$ cat config.mk
export PLATFORM = sky130hd
export DESIGN_NAME = osr_uart_rx
export DESIGN_NICKNAME = d
export VERILOG_FILES = /design/src/rtl/osr_pkg.sv /design/src/rtl/osr_tick_gen.sv /design/src/rtl/osr_framer.sv /design/src/rtl/osr_fifo.sv /design/src/rtl/osr_irq.sv /design/src/rtl/osr_uart_rx.sv
export SDC_FILE = /design/constraint.sdc
export NUM_CORES = 1
export LEC_CHECK = 0
export CELL_PAD_IN_SITES_DETAIL_PLACEMENT = 0
export CELL_PAD_IN_SITES_GLOBAL_PLACEMENT = 1
export CORE_MARGIN = 5
export CORE_UTILIZATION = 55
export CTS_CLUSTER_SIZE = 10
export DETAILED_ROUTE_END_ITERATION = 10
export PLACE_DENSITY_LB_ADDON = 0.05
export SLEW_MARGIN = 20
export SYNTH_ARGS = -nofsm -noshare
export SYNTH_HDL_FRONTEND = slang
export SYNTH_HIERARCHICAL = 1
export SYNTH_SLANG_ARGS = --single-unit
$ cat constraint.sdc
create_clock -name clk -period 4.37 [get_ports clk]
set_clock_uncertainty 0.1 [all_clocks]
set_input_delay 0.6555 -clock clk [delete_from_list [all_inputs] [get_ports clk]]
set_output_delay 0.6555 -clock clk [all_outputs]
set_load 0.005 [all_outputs]
$ cat src/rtl/osr_pkg.sv
// Shared types and select decoders for the oversampled receiver.
package osr_pkg;

    // Stored queue entry: flags plus received byte.
    typedef struct packed {
        logic       brk;
        logic       fe;
        logic [7:0] data;
    } rx_entry_t;

    typedef enum logic [2:0] {
        RX_IDLE,
        RX_START,
        RX_DATA,
        RX_STOP,
        RX_HOLD
    } rx_state_t;

    // Fill threshold for the trigger request.
    function automatic logic [7:0] trig_level(input logic [2:0] sel);
        case (sel)
            3'd0:    return 8'd1;
            3'd1:    return 8'd4;
            3'd2:    return 8'd8;
            3'd3:    return 8'd16;
            3'd4:    return 8'd32;
            default: return 8'd48;
        endcase
    endfunction

    // Idle character count for the timeout request; zero disables it.
    function automatic logic [4:0] tmo_chars(input logic [1:0] sel);
        case (sel)
            2'd0:    return 5'd0;
            2'd1:    return 5'd4;
            2'd2:    return 5'd8;
            default: return 5'd16;
        endcase
    endfunction

endpackage

$ cat src/rtl/osr_tick_gen.sv
// Sub-tick generator: one-cycle enable every rate_i+1 clocks.
// Assumes rate_i changes only while the line is idle.
module osr_tick_gen #(
    parameter int RATE_W = 8
) (
    input  logic              clk,
    input  logic              rst_n,
    input  logic [RATE_W-1:0] rate_i,
    output logic              tick_o
);
    logic [RATE_W-1:0] cnt;

    assign tick_o = (cnt == rate_i);

    // Free-running divider counter, restarted on each tick.
    always_ff @(posedge clk) begin
        if (!rst_n)      cnt <= '0;
        else if (tick_o) cnt <= '0;
        else             cnt <= cnt + 1'b1;
    end
endmodule

$ cat src/rtl/osr_framer.sv
// 8N1 framer: synchronises the line, validates the start bit at its mid
// sub-tick, samples each bit SPB sub-ticks apart and classifies the stop
// position as good, framing error or break. Assumes tick_i is one cycle wide.
module osr_framer
    import osr_pkg::*;
#(
    parameter int SPB = 14
) (
    input  logic      clk,
    input  logic      rst_n,
    input  logic      tick_i,
    input  logic      rx_i,
    output logic      push_o,
    output rx_entry_t entry_o,
    output logic      fe_evt_o,
    output logic      brk_evt_o,
    output logic      busy_o
);
    localparam int SUB_W = $clog2(SPB);
    localparam int HALF  = SPB / 2;

    logic       rx_meta, rx_sync;
    rx_state_t  state;
    logic [SUB_W-1:0] sub;
    logic [2:0] bitn;
    logic [7:0] shift;

    assign busy_o = (state != RX_IDLE) || !rx_sync;

    // Two-flop synchroniser, idles high.
    always_ff @(posedge clk) begin
        if (!rst_n) begin
            rx_meta <= 1'b1;
            rx_sync <= 1'b1;
        end else begin
            rx_meta <= rx_i;
            rx_sync <= rx_meta;
        end
    end

    // Character state machine, advanced on sub-ticks.
    always_ff @(posedge clk) begin
        if (!rst_n) begin
            state     <= RX_IDLE;
            sub       <= '0;
            bitn      <= '0;
            shift     <= '0;
            push_o    <= 1'b0;
            entry_o   <= '0;
            fe_evt_o  <= 1'b0;
            brk_evt_o <= 1'b0;
        end else begin
            push_o    <= 1'b0;
            fe_evt_o  <= 1'b0;
            brk_evt_o <= 1'b0;
            if (tick_i) begin
                case (state)
                    RX_IDLE: begin
                        if (!rx_sync) begin
                            state <= RX_START;
                            sub   <= SUB_W'(1);
                        end
                    end
                    RX_START: begin
                        if (rx_sync) begin
                            state <= RX_IDLE;
                        end else if (sub == SUB_W'(HALF)) begin
                            state <= RX_DATA;
                            sub   <= '0;
                            bitn  <= '0;
                        end else begin
                            sub <= sub + 1'b1;
                        end
                    end
                    RX_DATA: begin
                        if (sub == SUB_W'(SPB - 1)) begin
                            sub   <= '0;
                            shift <= {rx_sync, shift[7:1]};
                            if (bitn == 3'd7) state <= RX_STOP;
                            bitn <= bitn + 1'b1;
                        end else begin
                            sub <= sub + 1'b1;
                        end
                    end
                    RX_STOP: begin
                        if (sub == SUB_W'(SPB - 1)) begin
                            sub    <= '0;
                            push_o <= 1'b1;
                            if (rx_sync) begin
                                entry_o <= '{brk: 1'b0, fe: 1'b0, data: shift};
                                state   <= RX_IDLE;
                            end else if (shift == 8'h00) begin
                                entry_o   <= '{brk: 1'b1, fe: 1'b0, data: 8'h00};
                                brk_evt_o <= 1'b1;
                                state     <= RX_HOLD;
                            end else begin
                                entry_o  <= '{brk: 1'b0, fe: 1'b1, data: shift};
                                fe_evt_o <= 1'b1;
                                state    <= RX_HOLD;
                            end
                        end else begin
                            sub <= sub + 1'b1;
                        end
                    end
                    RX_HOLD: begin
                        if (rx_sync) state <= RX_IDLE;
                    end
                    default: state <= RX_IDLE;
                endcase
            end
        end
    end
endmodule

$ cat src/rtl/osr_fifo.sv
// Flagged receive queue. DEPTH must be a power of two. A write while full
// is dropped unless a read happens in the same cycle; ovf_o then pulses.
module osr_fifo
    import osr_pkg::*;
#(
    parameter int DEPTH = 64,
    parameter int LVL_W = 8
) (
    input  logic             clk,
    input  logic             rst_n,
    input  logic             push_i,
    input  rx_entry_t        entry_i,
    input  logic             pop_i,
    output rx_entry_t        head_o,
    output logic [LVL_W-1:0] fill_o,
    output logic             ovf_o
);
    localparam int AW = $clog2(DEPTH);
    localparam int CW = AW + 1;

    rx_entry_t       mem [DEPTH];
    logic [AW-1:0]   wp, rp;
    logic [CW-1:0]   cnt;
    logic            full, empty, do_pop, do_push;

    assign full    = (cnt == CW'(DEPTH));
    assign empty   = (cnt == '0);
    assign do_pop  = pop_i && !empty;
    assign do_push = push_i && (!full || do_pop);
    assign head_o  = mem[rp];
    assign fill_o  = LVL_W'(cnt);

    // Storage write.
    always_ff @(posedge clk) begin
        if (do_push) mem[wp] <= entry_i;
    end

    // Pointers, count and overrun pulse.
    always_ff @(posedge clk) begin
        if (!rst_n) begin
            wp    <= '0;
            rp    <= '0;
            cnt   <= '0;
            ovf_o <= 1'b0;
        end else begin
            if (do_push) wp <= wp + 1'b1;
            if (do_pop)  rp <= rp + 1'b1;
            cnt   <= cnt + CW'(do_push) - CW'(do_pop);
            ovf_o <= push_i && full && !do_pop;
        end
    end
endmodule

$ cat src/rtl/osr_irq.sv
// Request unit: fill-threshold compare and an idle counter measured in
// sub-ticks that restarts on any activity or while the queue is empty.
module osr_irq
    import osr_pkg::*;
#(
    parameter int LVL_W = 8,
    parameter int SPB   = 14
) (
    input  logic             clk,
    input  logic             rst_n,
    input  logic             tick_i,
    input  logic [LVL_W-1:0] fill_i,
    input  logic             activity_i,
    input  logic [2:0]       trig_sel_i,
    input  logic [1:0]       tmo_sel_i,
    output logic             trig_o,
    output logic             tmo_o
);
    localparam int CHAR_TICKS = SPB * 10;
    localparam int MAX_TICKS  = 16 * CHAR_TICKS;
    localparam int TMO_W      = $clog2(MAX_TICKS + 1);

    logic [TMO_W-1:0] idle_cnt, limit;
    logic             empty;

    assign empty = (fill_i == '0);

    // Idle limit in sub-ticks for the selected character count.
    always_comb limit = TMO_W'(32'(tmo_chars(tmo_sel_i)) * CHAR_TICKS);

    assign trig_o = (fill_i >= LVL_W'(trig_level(trig_sel_i)));
    assign tmo_o  = (tmo_sel_i != 2'd0) && !empty && (idle_cnt >= limit);

    // Saturating idle counter.
    always_ff @(posedge clk) begin
        if (!rst_n)                    idle_cnt <= '0;
        else if (empty || activity_i)  idle_cnt <= '0;
        else if (tick_i && idle_cnt != TMO_W'(MAX_TICKS))
                                       idle_cnt <= idle_cnt + 1'b1;
    end
endmodule

$ cat src/rtl/osr_uart_rx.sv
// Top: oversampled 8N1 receiver with a flagged queue and request outputs.
// Assumes rate_sel is changed only while the line is idle.
module osr_uart_rx
    import osr_pkg::*;
#(
    parameter int RATE_W = 8,
    parameter int SPB    = 14,
    parameter int DEPTH  = 64,
    parameter int LVL_W  = 8
) (
    input  logic              clk,
    input  logic              rst_n,
    input  logic              rx_line,
    input  logic [RATE_W-1:0] rate_sel,
    input  logic [2:0]        trig_sel,
    input  logic [1:0]        tmo_sel,
    input  logic              rd_strobe,
    output logic [10:0]       rd_word,
    output logic [LVL_W-1:0]  fill_level,
    output logic              trig_irq,
    output logic              tmo_irq,
    output logic              overrun_evt,
    output logic              frame_evt,
    output logic              break_evt
);
    localparam logic [10:0] EMPTY_WORD = 11'h100;

    logic      tick, push, busy;
    rx_entry_t entry, head;

    osr_tick_gen #(.RATE_W(RATE_W)) u_tick (
        .clk(clk), .rst_n(rst_n), .rate_i(rate_sel), .tick_o(tick)
    );

    osr_framer #(.SPB(SPB)) u_framer (
        .clk(clk), .rst_n(rst_n), .tick_i(tick), .rx_i(rx_line),
        .push_o(push), .entry_o(entry), .fe_evt_o(frame_evt),
        .brk_evt_o(break_evt), .busy_o(busy)
    );

    osr_fifo #(.DEPTH(DEPTH), .LVL_W(LVL_W)) u_fifo (
        .clk(clk), .rst_n(rst_n), .push_i(push), .entry_i(entry),
        .pop_i(rd_strobe), .head_o(head), .fill_o(fill_level),
        .ovf_o(overrun_evt)
    );

    osr_irq #(.LVL_W(LVL_W), .SPB(SPB)) u_irq (
        .clk(clk), .rst_n(rst_n), .tick_i(tick), .fill_i(fill_level),
        .activity_i(push || rd_strobe || busy), .trig_sel_i(trig_sel),
        .tmo_sel_i(tmo_sel), .trig_o(trig_irq), .tmo_o(tmo_irq)
    );

    // Data-port word: head entry, or the empty marker.
    assign rd_word = (fill_level == '0) ? EMPTY_WORD
                                        : {head.brk, head.fe, 1'b0, head.data};
endmodule

==> flow_metrics.tcl, run 1 <==
set metrics [dict create \
    status "complete, no violations" \
    grt.total_usage_pct 22.4 \
    dr.pass1.iters 5 \
    max_freq_ghz 0.236 \
    cts_tree "built" \
    crit_path_end_kind "primary output" \
    clkTransAtPathRegs_ns 0.05 \
    dp_slack_ns 0.412 \
    synth_edf_count 640 \
    yosysWarnings 6 \
    place_congestion 0.826 \
    synth_area_um2 29100 \
    cp.arrival_ns 3.48 \
    path_max_fanout 54 \
    setup_viol 0 \
    slew_headroom_pct 28.8 \
    cts_buffer_depth 3 \
    worst_pin_slew_ns 1.06 \
    rows 84 \
    antenna_cells 0 \
    synthCells 1552 \
    use_met1_pct 32.0 \
    slew_viol_final 0 \
    synth-seq-cells 719 \
    start_util_pct 55.4 \
    hold_slack_ns 0.306 \
    grt_pass1_wl_um 94900 \
    min_period_over_period_pct 97.0 \
    layout_min_cycle_time_ns 4.24 \
    fin_cells 2411 \
    fin_nets 1754 \
    drc_errors 0 \
    worstPathRequired_ns 3.61 \
    layout-area-overhead-vs-synth_pct 13.8 \
    hpwl_um 38700 \
    drt_wl_total_um 63700 \
    cts_sinks 719 \
    h-tree-depth 3 \
    vias 14700 \
    numCtsBuffers 82 \
    ys_async_sr_fraction_pct 0 \
    ys_seq_area_share_pct 71.6 \
    grt.busiest_layer "met2" \
    die_w_um 240 \
    synth-main-ff-cell "edfxtp_1" \
    dieArea_um2 57500 \
    yosysTopAreaCell "edfxtp_1" \
    drive_above_1_share_pct 23.6 \
    utilization_pct 63.0 \
    hold_path.class "register to register" \
    drt_iter0_markers 1208 \
    syn_area_per_cell_um2 18.7 \
    vdd_drop_max_uv 305 \
    grt_max_degree 66 \
    routedWlPerCell_um 26.4 \
    design.core.area_um2 52400 \
    clkLatencyLatePin_ns 0.59 \
    powerDensity_nw_per_um2 460 \
    drtAntennaViolNets 0 \
    numPortBuffers 39 \
    critPathLaunchType "register" \
    synthTopCellsByCount "640 x edfxtp_1, 159 x mux4_2, 98 x nor2_1" \
    ys_top_cells_by_area "edfxtp_1 66%, mux4_2 12%, dfxtp_1 5.4%" \
    syn-num-nets 1610 \
    synth_cell_types 76 \
    grt_pass1_vias 14800 \
    use_met3_pct 4.31 \
    dp.cells 2294 \
    setup_slack_ns 0.130 \
    grt_antenna_before_repair 0 \
    crit_type "register to primary output" \
    finalHoldViolations 0 \
    io_pins 41 \
    max-cap-violations 0 \
    p_leak_nw 11.8 \
    root_buffer "clkbuf_16" \
    netlist.area_leader.share_pct 66.1 \
    viasPerCell 6.09 \
    met2_usage_pct 35.5 \
    fp.dieH_um 240 \
    synth.most_common_cell "edfxtp_1" \
    grt-ovfl-total 0 \
]
kinds of logic (layout without fill, tap and decap cells):
logic type / count (synthesis) / count (layout) / synth area share, %
compound gates: 153 / 153 / 3.84
flops: 719 / 719 / 71.6
fa+ha+maj: 41 / 41 / 1.79
xor+xnor: 34 / 34 / 1.02
mux: 212 / 212 / 14.6
simple gates: 278 / 278 / 5.04
other cells: 1 / 1 / 0.0129
buf+inv: 114 / 285 / 2.08
path summary, 6_finish.rpt:
path	slack (ns)	end	start	cells past startpoint
worst min-delay path	0.31	u_framer/rx_sync$_SDFF_PN1_	u_framer/rx_meta$_SDFF_PN1_	1
worst max-delay path	0.13	rd_word[4]	register	8
worst max register to register	0.90	u_fifo/cnt[6]$_SDFF_PN0_	u_fifo/cnt[2]$_SDFF_PN0_	16
worst min register to register	0.31	u_framer/rx_sync$_SDFF_PN1_	u_framer/rx_meta$_SDFF_PN1_	1
area by class of cell:
cell class                 count  area (um^2)
clock buffer                 108         2210
clock inverter                 3         47.5
fill                        3675        19400
inverter                      31          116
multi-input combinational    719         7670
sequential                   719        20800
tap                          688          861
timing repair buffer         143         1320
state kept, by name, summed over array words and instances, names as in the netlist, 3 cells and up, named ones only:
register and cells:
u_fifo/wp 6, u_framer/state 3, u_fifo/cnt 7, u_fifo/rp 6, u_framer/entry_o 10, u_framer/bitn 3
u_tick/cnt 8, u_framer/shift 8, u_irq/idle_cnt 12, u_fifo/mem 640, u_framer/sub 4
worst max-delay path: stages, from the launching register on:
cell,delay [ns]
dfxtp_4,0.40
buf_16,0.29
mux4_2,0.57
mux2_2,0.28
o22ai_1,0.33
a221o_1,0.22
nand2_1,0.09
a21boi_2,0.17
clkdlybuf4s50_1,0.45
stage by stage:
| stage | instance area (um^2) | TNS, ns | power [mW] |
|---|---|---|---|
| 6_report | 33100 | 0 | 15.2 |
| 5_1_grt | 33100 | -0.000144 | 15.8 |
| 4_1_cts | 33000 | 0 | 15.3 |
| 3_5_place_dp | 30700 | 0 | 9.37 |
| 3_3_place_gp | 30700 | 0 | 9.36 |
| 2_1_floorplan | 29100 | 0 | 8.85 |
per-layer routing:
metal  part of all wire [%]  vias up
li1                       -     6515
met1                     43     7647
met2                     48      441
met3                    6.2       81
met4                    2.6        0
met5                      0        -
timing repair:
action	CTS	global route
hold buffers	0	0
hold endpoints to repair	0	0
buffers inserted	1	5
resized for setup	1	4
endpoints found under the setup margin	10	9
layout by cell type (no fill, tap or decap), types with 14 or more instances in the layout:
master and instances:
edfxtp_1 640, mux4_2 159, nor2_1 98, buf_4 92, clkbuf_16 85, dfxtp_1 64, mux2i_1 40, ha_1 40
clkdlybuf4s50_1 39, nand2_1 37, inv_1 31, a21oi_1 26, clkbuf_1 23, o21ai_0 19, o221ai_1 17, nor3_1 17
xnor2_1 17, xor2_1 17, nor2b_1 14, a211oi_1 14
power breakdown:
group | switching [mW] | internal, mW
Clock | 2.41 | 3.54
Combinational | 0.834 | 0.886
Sequential | 0.108 | 7.42
Note: power is estimated with default switching activity, not from simulation.
==> run 2: changes to the inputs <==
CORE_MARGIN = 2   (was 5)
==> flow_metrics.tcl, run 2 (same netlist as run 1, synthesis figures left out) <==
set metrics [dict create \
    status "complete, no violations" \
    reg.largest.list "u_fifo/mem: 640 flops, u_irq/idle_cnt: 12 flops, u_framer/entry_o: 10 flops" \
    utilization_pct 63.5 \
    worstPathRequired_ns 3.61 \
    grt_pass1_vias 15100 \
    fp.dieH_um 234 \
    fin_nets 1768 \
    p_leak_nw 11.9 \
    h-tree-depth 3 \
    clkLatencyLatePin_ns 0.61 \
    max-cap-violations 0 \
    grt.total_usage_pct 24.4 \
    rr_endpoint "u_fifo/cnt[6]$_SDFF_PN0_" \
    layout-area-overhead-vs-synth_pct 14.5 \
    path_max_fanout 29 \
    path_cells "buf_12 > bufbuf_16 > mux4_2 > o22ai_1 > a221o_1 > nand2_1 > a21boi_2 > clkdlybuf4s50_1" \
    powerDensity_nw_per_um2 462 \
    slew_headroom_pct 30.5 \
    rrSetupSlack_ns 0.83 \
    grt_pass1_wl_um 96700 \
    final_common_cell "edfxtp_1" \
    crit_end "rd_word[4]" \
    reg2reg_depth 16 \
    routedWlPerCell_um 26.2 \
    critPathLaunchType "register" \
    dieArea_um2 54700 \
    total_power_mw 15.4 \
    cts_buffer_depth 3 \
    regMostFlops "u_fifo/mem" \
    drive_above_1_share_pct 24.5 \
    vdd_drop_max_uv 538 \
    crit_type "register to primary output" \
    fin_setup_tns_ns 0 \
    viasPerCell 6.14 \
    vias 14900 \
    antenna_cells 0 \
    crit_slowest_cell "mux4_2" \
    rows 84 \
    cts_tree "built" \
    critPathMaxStageDelay_ns 0.55 \
    crit_path_end_kind "primary output" \
    design.core.area_um2 52300 \
    drc_errors 0 \
    hold_path.class "register to register" \
    worst_pin_slew_ns 1.04 \
    drt_iter0_markers 1268 \
    cts_sinks 719 \
    grt_antenna_before_repair 0 \
    hpwl_um 38200 \
    finalHoldViolations 0 \
    setup_slack_ns 0.0789 \
    rsz0062_at_grt "false" \
    slew_viol_final 0 \
    max_freq_ghz 0.233 \
    cp.arrival_ns 3.54 \
    drtAntennaViolNets 0 \
    grt_max_degree 66 \
    die_w_um 234 \
    clkTransAtPathRegs_ns 0.06 \
    numPortBuffers 39 \
    place_congestion 0.778 \
    hold_slack_ns 0.306 \
    final_cell_mix "640 x edfxtp_1, 159 x mux4_2, 105 x buf_4" \
    numCtsBuffers 82 \
    layout_min_cycle_time_ns 4.29 \
    root_buffer "clkbuf_16" \
    largest_reg_flops 640 \
    start_util_pct 55.5 \
    hold_path_startpoint "u_framer/rx_meta$_SDFF_PN1_" \
    min_period_over_period_pct 98.2 \
    io_pins 41 \
    dp_slack_ns 0.385 \
    dr.pass1.iters 5 \
    timing.rr.start "u_fifo/cnt[2]$_SDFF_PN0_" \
    drt_wl_total_um 63700 \
    setup_viol 0 \
    grt-ovfl-total 0 \
    cts.hold.buffers_added 0 \
]
[run 2: cell count changes in the layout (fill, tap and decap cells not counted), moves of 2 or more]
cell / change
o21ai_1: -4
clkbuf_1: +5
clkbuf_8: +2
buf_4: +13
o21ai_2: +4
inv_6: -2
[run 2: critical path, delay by kind of cell, from the launching register on]
kind	cells	cell delay, ns
flops	1	0.49
simple gates	1	0.04
compound gates	3	0.82
buf+inv	3	1.02
mux	1	0.55
[run 2: timing repair]
action	4_1_cts	5_1_grt
gates cloned	1	0
setup endpoints to repair	10	2
resized for setup	6	4
buffers inserted	6	0
[run 2: through the flow]
| stage | instances | area (um^2) |
|---|---|---|
| 2_1_floorplan | 1552 | 29100 |
| 3_3_place_gp | 2307 | 30800 |
| 3_5_place_dp | 2307 | 30800 |
| 4_1_cts | 2432 | 33200 |
| 5_1_grt | 2432 | 33300 |
| 6_report | 2432 | 33300 |
[run 2: power by group]
| part | switching (mW) | internal, mW |
|---|---|---|
| combinational | 0.863 | 0.927 |
| clock | 2.46 | 3.57 |
| sequential | 0.121 | 7.42 |
| total | 3.44 | 11.9 |
[run 2: cell type report]
type | instances | area [um^2]
Clock buffer | 116 | 2280
Clock inverter | 2 | 21.3
Fill cell | 3658 | 19100
Inverter | 31 | 116
Multi-Input combinational cell | 719 | 7700
Sequential cell | 719 | 20800
Tap cell | 688 | 861
Timing Repair Buffer | 157 | 1450
[run 2: routing by layer]
| layer | share of wire [%] | global-route usage [%] | wire length [um] | vias up |
|---|---|---|---|---|
| met5 | 0 | 0 | 0 | - |
| met4 | 1.9 | 6.82 | 1190 | 0 |
| met3 | 6.8 | 4.32 | 4360 | 84 |
| met2 | 48 | 38.3 | 30800 | 475 |
| met1 | 43 | 35.6 | 27300 | 7811 |
| li1 | - | - | - | 6564 |
[run 2: worst min path at each step]
stage / cells after the start / slack, ns / to
global route: 1 / 0.34 / u_framer/rx_sync$_SDFF_PN1_
detailed placement: 1 / 0.29 / u_framer/rx_sync$_SDFF_PN1_
finish: 1 / 0.31 / u_framer/rx_sync$_SDFF_PN1_
global placement: 1 / 0.29 / u_framer/rx_sync$_SDFF_PN1_
floorplan: 1 / 0.29 / u_framer/rx_sync$_SDFF_PN1_
CTS: 1 / 0.30 / u_framer/rx_sync$_SDFF_PN1_
==> run 3: changes to the inputs <==
SLEW_MARGIN = unset   (was 20)
==> results of run 3 <==
No change in the layout: final DEF, timing and power equal those of run 2.
